### src/rtl/irq_pkg.sv
package irq_pkg;

    localparam int NPEND = 5;
    localparam int NEN   = 3;
    localparam int NEXT  = 4;
    localparam logic [1:0] REG_OFS = 2'b01;

    typedef struct packed {
        logic [NEN-1:0]   en;
        logic [NPEND-1:0] pend;
        logic             fast;
    } istate_t;

    // External events occupy pending bits 0,1,3,4; the frame tick is bit 2.
    function automatic logic [NPEND-1:0] route_events(logic [NEXT-1:0] e, logic frame);
        return {e[3], e[2], frame, e[1], e[0]};
    endfunction

    // Bits 0 and 2 are always active; enable bits gate bits 1, 3 and 4.
    function automatic logic [NPEND-1:0] active_mask(logic [NEN-1:0] en);
        return {en[2], en[1], 1'b1, en[0], 1'b1};
    endfunction

endpackage

### src/rtl/irq_edge_detect.sv
module irq_edge_detect #(
    parameter int W = 4
) (
    input  logic         clk,
    input  logic         rst_n,
    input  logic [W-1:0] level,
    output logic [W-1:0] rise
);

    logic [W-1:0] prev_d, prev_q;

    always_comb begin
        prev_d = level;
    end

    always_ff @(posedge clk or negedge rst_n) begin
        if (!rst_n) prev_q <= '0;
        else        prev_q <= prev_d;
    end

    for (genvar i = 0; i < W; i++) begin : g_bit
        assign rise[i] = level[i] & ~prev_q[i];
    end

endmodule

### src/rtl/irq_rate_div.sv
module irq_rate_div #(
    parameter int DIV = 1000
) (
    input  logic clk,
    input  logic rst_n,
    output logic tick
);

    localparam int CW = (DIV > 1) ? $clog2(DIV) : 1;
    localparam logic [CW-1:0] LAST = CW'(DIV - 1);

    logic [CW-1:0] cnt_d, cnt_q;

    always_comb begin
        tick  = (cnt_q == LAST);
        cnt_d = tick ? '0 : cnt_q + 1'b1;
    end

    always_ff @(posedge clk or negedge rst_n) begin
        if (!rst_n) cnt_q <= '0;
        else        cnt_q <= cnt_d;
    end

endmodule

### src/rtl/irq_stat_reg.sv
module irq_stat_reg
    import irq_pkg::*;
#(
    parameter int FRAME_DIV = 1000,
    parameter int FAST_HALF = 1
) (
    input  logic       clk,
    input  logic       rst_n,
    input  logic       cs,
    input  logic [1:0] addr,
    input  logic       rd,
    input  logic       wr,
    input  logic [7:0] wdata,
    output logic [7:0] rdata,
    input  logic [3:0] src_evt,
    input  logic       baud_in,
    input  logic       motor_on,
    output logic       irq
);

    istate_t st_d, st_q;

    logic [NEXT-1:0]  ext_rise;
    logic             frame_tick;
    logic             fast_tick;
    logic [NPEND-1:0] evt_all;
    logic             sel;
    logic             wr_sel;
    logic [NPEND-1:0] pend_q;
    logic [NEN-1:0]   en_q;

    irq_edge_detect #(.W(NEXT)) edge_i (
        .clk   (clk),
        .rst_n (rst_n),
        .level (src_evt),
        .rise  (ext_rise)
    );

    irq_rate_div #(.DIV(FRAME_DIV)) frame_div_i (
        .clk   (clk),
        .rst_n (rst_n),
        .tick  (frame_tick)
    );

    irq_rate_div #(.DIV(FAST_HALF)) fast_div_i (
        .clk   (clk),
        .rst_n (rst_n),
        .tick  (fast_tick)
    );

    assign sel     = cs && (addr == REG_OFS);
    assign wr_sel  = sel && wr;
    assign evt_all = route_events(ext_rise, frame_tick);
    assign pend_q  = st_q.pend;
    assign en_q    = st_q.en;

    always_comb begin
        st_d = st_q;
        if (fast_tick) st_d.fast = ~st_q.fast;
        if (wr_sel) begin
            st_d.en   = wdata[7:5];
            st_d.pend = st_q.pend & ~wdata[NPEND-1:0];
        end
        // new events override a same-cycle clear
        st_d.pend = st_d.pend | evt_all;
    end

    always_ff @(posedge clk or negedge rst_n) begin
        if (!rst_n) st_q <= '0;
        else        st_q <= st_d;
    end

    always_comb begin
        rdata = 8'h00;
        if (sel && rd) rdata = {baud_in, ~motor_on, st_q.fast, st_q.pend};
        irq = |(st_q.pend & active_mask(st_q.en));
    end

endmodule

### config.mk
export PLATFORM = sky130hd
export DESIGN_NAME = irq_stat_reg
export DESIGN_NICKNAME = d
export VERILOG_FILES = /design/src/rtl/irq_pkg.sv /design/src/rtl/irq_edge_detect.sv /design/src/rtl/irq_rate_div.sv /design/src/rtl/irq_stat_reg.sv
export SDC_FILE = /design/constraint.sdc
export NUM_CORES = 1
export LEC_CHECK = 0
export ABC_AREA = 1
export ABC_CLOCK_PERIOD_IN_PS = 1140
export BUFFER_PORTS_ARGS = -buffer_cell sky130_fd_sc_hd__buf_2
export CELL_PAD_IN_SITES_DETAIL_PLACEMENT = 1
export CELL_PAD_IN_SITES_GLOBAL_PLACEMENT = 2
export CORE_MARGIN = 2
export CORE_UTILIZATION = 27
export CTS_BUF_LIST = sky130_fd_sc_hd__clkbuf_4 sky130_fd_sc_hd__clkbuf_8
export DETAILED_ROUTE_END_ITERATION = 6
export MAX_ROUTING_LAYER = met4
export PLACE_DENSITY = 0.89
export SETUP_SLACK_MARGIN = 0.15
export SLEW_MARGIN = 20
export SYNTH_ARGS = -nofsm -noshare
export SYNTH_HDL_FRONTEND = slang
export SYNTH_SLANG_ARGS = --single-unit
### constraint.sdc
create_clock -name clk -period 1.14 [get_ports clk]
set_input_delay 0.114 -clock clk [delete_from_list [all_inputs] [get_ports clk]]
set_output_delay 0.114 -clock clk [all_outputs]
set_load 0.05 [all_outputs]
### Word-level counts from Yosys, hierarchy flattened

Cells that the tools add are included.

* input port bits: 21
* word-level logic and storage cells: 32
* bits in registers: 24

* eq/ne operators: 2
* mux-type cells: 4
* reduce and logical (&&, ||, !) cells: 4
* add/sub/neg operators: 2
* bitwise logic cells: 14

Operator list (number)
* 10-bit by 1-bit adder with 10-bit output, second input constant: 1
* 5-bit AND: 2
* 10-bit == test, second input constant: 1
* 10-bit two-way mux: 1
* 8-bit two-way mux: 1
* 1-bit inverter: 6
* 5-bit two-way mux: 1
* 5-bit inverter: 1
* 5-bit OR: 1
* 5-bit OR reduction: 1
* 1-bit AND: 4
* 1-bit logical AND: 3
* 2-bit by 1-bit == test with 1-bit output, second input constant: 1
* 1-bit adder, second input constant: 1
* 1-bit two-way mux: 1

### Longest topological paths before layout

* word-level depth: 5
* gate-level depth with buffers: 7
* gate-level depth less buffers: 7

### Cells and area by module

Synthesis repeated with hierarchy kept, for this count alone.

* cell total of the unflattened synthesis: 151
* area, all modules: 1178.6 µm²

By module, submodules not included
* irq_rate_div at frame_div_i: seq. area each 250.2 µm², area an instance 529.3 µm², cells an instance 67, times used 1
* irq_stat_reg: seq. area each 225.2 µm², area an instance 498.0 µm², cells an instance 70, times used 1
* irq_edge_detect: seq. area each 100.1 µm², area an instance 140.1 µm², cells an instance 12, times used 1
* irq_rate_div at fast_div_i: seq. area each 0.0 µm², area an instance 11.3 µm², cells an instance 2, times used 1

### Least setup slack after synthesis

No wires, ideal clock.

* kind: input-to-output
* start: input port cs
* end: output port rdata[0]
* data required time: 1.026 ns
* arrival time: 1.147 ns
* stages on the path: 4
* path slack: -0.121 ns
* path buffers: 0
* cell sequence: nand2_1 > nor2_4 > nand2_1 > nor2_1

* longest elaborated chain between the ends: 3

RTL lines
* from (decl): RTL line irq_stat_reg.sv:9 `input logic cs,`
* 1-bit logical AND: RTL line irq_stat_reg.sv:51 `assign sel = cs && (addr == REG_OFS);`
* 1-bit logical AND: RTL line irq_stat_reg.sv:75 `if (sel && rd) rdata = {baud_in, ~motor_on, st_q.fast, st_q.pend};`
* 8-bit two-way mux: RTL line irq_stat_reg.sv:75
* to (decl): RTL line irq_stat_reg.sv:14 `output logic [7:0] rdata,`

Every way passes these cells.

### Final worst setup path

* start: register st_q, in the netlist pend_q[0]
* end: output port irq

* longest elaborated chain between the ends: 2

RTL lines
* from (decl): RTL line irq_stat_reg.sv:21 `istate_t st_d, st_q;`
* from (signal assigned): RTL line irq_stat_reg.sv:70 `else st_q <= st_d;`
* 5-bit AND: RTL line irq_stat_reg.sv:76 `irq = |(st_q.pend & active_mask(st_q.en));`
* 5-bit OR reduction: RTL line irq_stat_reg.sv:76
* to (decl): RTL line irq_stat_reg.sv:18 `output logic irq`

Every way passes these cells.

==> results.py <==
metrics = {
    "run_status": {
        "status": "finished with violations",
        "violations": "negative setup slack",
    },
    "detailed_routing": {
        "first_pass_iters": 3,
        "wl_met2_um": 1800,
        "wl_met3_um": 171,
        "antenna_left": 0,
        "viasPerCell": 4.41,
        "dr_total_vias": 1086,
        "drt-initial-drc-count": 18,
        "post_drt_wl_per_cell_um": 13.1,
        "drt_wl_total_um": 3220,
        "top_layer": "met4",
        "drc_errors": 0,
        "wl_met1_um": 1220,
    },
    "floorplan": {
        "die_w_um": 68.0,
        "fp.dieH_um": 68.0,
        "dieArea_mm2": 0.00462,
        "initial_utilization_pct": 27.8,
        "num_io_pins": 30,
        "row_count": 23,
        "core_area_mm2": 0.00397,
    },
    "yosys": {
        "synth_area_leaders": "dfrtp_1 52%, nand2_1 13%, inv_1 8.2%, nor2_1 8.2%, nand3_1 5.0%",
        "synth_common_cells": "37 x nand2_1, 24 x inv_1, 24 x nor2_1",
        "synthSimpleGateAreaFrac_pct": 32.5,
        "synth_compound_area_share_pct": 3.17,
        "synth_edf_count": 0,
        "synthAdderAreaFrac_pct": 1.13,
        "yosysTopAreaCellShare_pct": 52.1,
        "ys_ff_latch": 23,
        "ys_async_sr_fraction_pct": 100,
        "avgSynthCellArea_um2": 7.73,
        "synth_top_area_cell": "dfrtp_1",
        "synth_mux_area_share_pct": 0,
        "syn-num-nets": 165,
        "synth_cells": 143,
        "synth.most_common_cell": "nand2_1",
        "netlist_area_mm2": 0.00110,
        "yosys.area_share.xor_xnor_pct": 1.59,
        "ys_types": 17,
        "synth_top_family_by_area": "simple AND/OR/NAND/NOR gates",
        "yosysWarnings": 0,
        "ys_seq_area_share_pct": 52.1,
        "synth_flop_cell": "dfrtp_1",
    },
    "timing": {
        "fmax_mhz": 871,
        "max_slew_margin_pct": 64.3,
        "fin_ws_ns": -0.00859,
        "rsz0062_at_grt": "yes",
        "clock-skew-final_ns": 0.00330,
        "whs_ns": 0.104,
        "fin_crit_ns": 1.15,
        "hold_violations": 0,
        "worst_slew_pin_slew_ns": 0.536,
        "finalSetupTns_ns": -0.0113,
        "finalMaxSlewViolations": 0,
        "min_period_over_period_pct": 101,
        "finalSetupViolations": 2,
    },
    "grt": {
        "global_route.usage.total_pct": 14.4,
        "antenna_found_initial": 0,
        "grt_pass1_vias": 1176,
        "grt-ovfl-total": 0,
        "grt_pass1_wl_um": 4950,
        "grt_max_degree": 24,
    },
    "worst_setup_path": {
        "crit_type": "flip-flop to output port",
        "crit_chain": "nor2_1 -> nand4_1 -> buf_6",
        "start_kind": "flip-flop",
        "worstPathRequired_ns": 1.03,
        "critical_path.top_delay_family": "flip-flops",
        "cp-end-kind": "output port",
        "cp.arrival_ns": 1.03,
        "crit_fanout": 3,
        "critical_path.max_stage_delay_ns": 0.41,
        "cp_slowest_cell": "dfrtp_1",
        "crit_buf_inv": 1,
    },
    "pwr": {
        "p_per_area_mw_per_mm2": 907,
        "p_switching_mw": 0.411,
        "clkPwrFrac_pct": 31.8,
        "swShare_pct": 25.0,
        "power_leakage_nw": 0.894,
        "ir_drop_uv": 412,
        "pwr-share-comb_pct": 14.6,
        "p_seq_share_pct": 53.6,
        "p_int_mw": 1.23,
    },
    "place": {
        "numPortBuffers": 29,
        "postPlaceCellArea_mm2": 0.00142,
        "gp_congestion": 0.885,
        "dp_hpwl_um": 2140,
    },
    "clock_tree": {
        "cts_tree": "built",
        "h-tree-depth": 1,
        "numCtsBuffers": 3,
        "clock_path_buffers": 2,
        "clk_pin_slew_worst_paths_ns": 0.08,
        "cts_root_buffer": "clkbuf_8",
        "cts_num_sinks": 23,
        "clk_latency_ns": 0.26,
    },
    "cells_and_area": {
        "nNetsFinal": 219,
        "drive_gt1_share_pct": 45.9,
        "multi_input_area_um2": 614,
        "n_antenna_cell": 0,
        "num-fill-cells": 471,
        "regArea_um2": 578,
        "final_area_mm2": 0.00181,
        "areaGrowthSynthToFinish_pct": 64.2,
    },
    "flow_run": {
        "maxCapViolations": 0,
    },
    "min_path": {
        "holdCritPathClass": "input port to flip-flop",
    },
}
layout by cell type, fill, tap and decap left out, types with 6 or more instances in the layout:
cell type  instances
nand2_1           32
dfrtp_1           21
inv_1             18
buf_2             18
buf_4             16
nor2_4            14
nor2_1            10
nand3_1            8
inv_2              6
buf_6              6
path summary, 6_finish.rpt:
check                                startpoint              endpoint  slack (ns)  cells after the start
setup reg to reg           frame_div_i.cnt_q[3]  frame_div_i.cnt_q[7]        0.01                      6
hold reg to reg                edge_i.prev_q[2]             pend_q[3]        0.48                      3
hold / removal                         wdata[7]               en_q[2]        0.10                      3
setup / recovery                      pend_q[0]                   irq      -0.009                      3
max in group asynchronous                 rst_n  frame_div_i.cnt_q[4]        0.38                      2
min in group asynchronous                 rst_n               st_q[0]        0.37                      2
power groups by stage:
stage | sequential [mW] | clock [mW] | combinational (mW)
floorplan | 0.891 | 0 | 0.108
global placement | 0.896 | 0 | 0.184
detailed placement | 0.897 | 0 | 0.191
CTS | 0.882 | 0.552 | 0.218
global route | 0.887 | 0.581 | 0.267
finish | 0.881 | 0.524 | 0.240
kinds of logic (layout without fill, tap and decap cells):
logic type,Yosys count,count (layout)
XOR/XNOR,2,2
adder cells (fa/ha/maj),1,1
AO/OA/AOI/OAI,7,7
buffers and inverters,27,80
flip-flops,23,23
AND/OR/NAND/NOR,83,83
cell type report:
| type | count | share of cell area, % |
|---|---|---|
| timing repair buffer | 50 | 22.2 |
| sequential | 23 | 31.9 |
| multi-input combinational | 93 | 33.9 |
| clock buffer | 4 | 2.69 |
| inverter | 26 | 5.93 |
| tap | 50 | 3.45 |
worst reg2reg max path, stage by stage, from the launching register on:
cell and delay [ns]:
dfrtp_1 0.44, inv_2 0.13, nand2_1 0.09, nor2_2 0.15
nand3_2 0.10, nand2_1 0.07, nor2_1 0.04
routing by layer:
layer	global-route usage, %	vias to the layer above
li1	-	538
met1	14.4	514
met2	28.4	30
met3	2.14	4
met4	4.50	0
met5	-	-
sequential cells by signal, indices dropped and copies added (netlist names):
register	flops
pend_q	5
en_q	3
frame_div_i.cnt_q	10
edge_i.prev_q	4
st_q	1
through the flow:
step | instances | util, % | total power [mW] | setup slack, ns
floorplan | 143 | - | 1.00 | 0.0995
global placement | 223 | 35.8 | 1.08 | 0.0342
detailed placement | 223 | 35.8 | 1.09 | 0.0209
CTS | 240 | 42.1 | 1.65 | -0.0238
global route | 246 | 45.7 | 1.73 | -0.0868
finish | 246 | 45.7 | 1.64 | -0.00859
timing repair:
| item | in CTS | in global routing |
|---|---|---|
| gates cloned | 0 | 0 |
| endpoints found under the hold margin | 27 | 0 |
| endpoints found under the setup margin | 19 | 20 |
| setup buffers | 8 | 6 |
| hold buffers | 5 | 0 |
| resized for setup | 30 | 27 |
| pin swaps | 11 | 9 |
No activity file was read; power rests on OpenSTA's default activity.
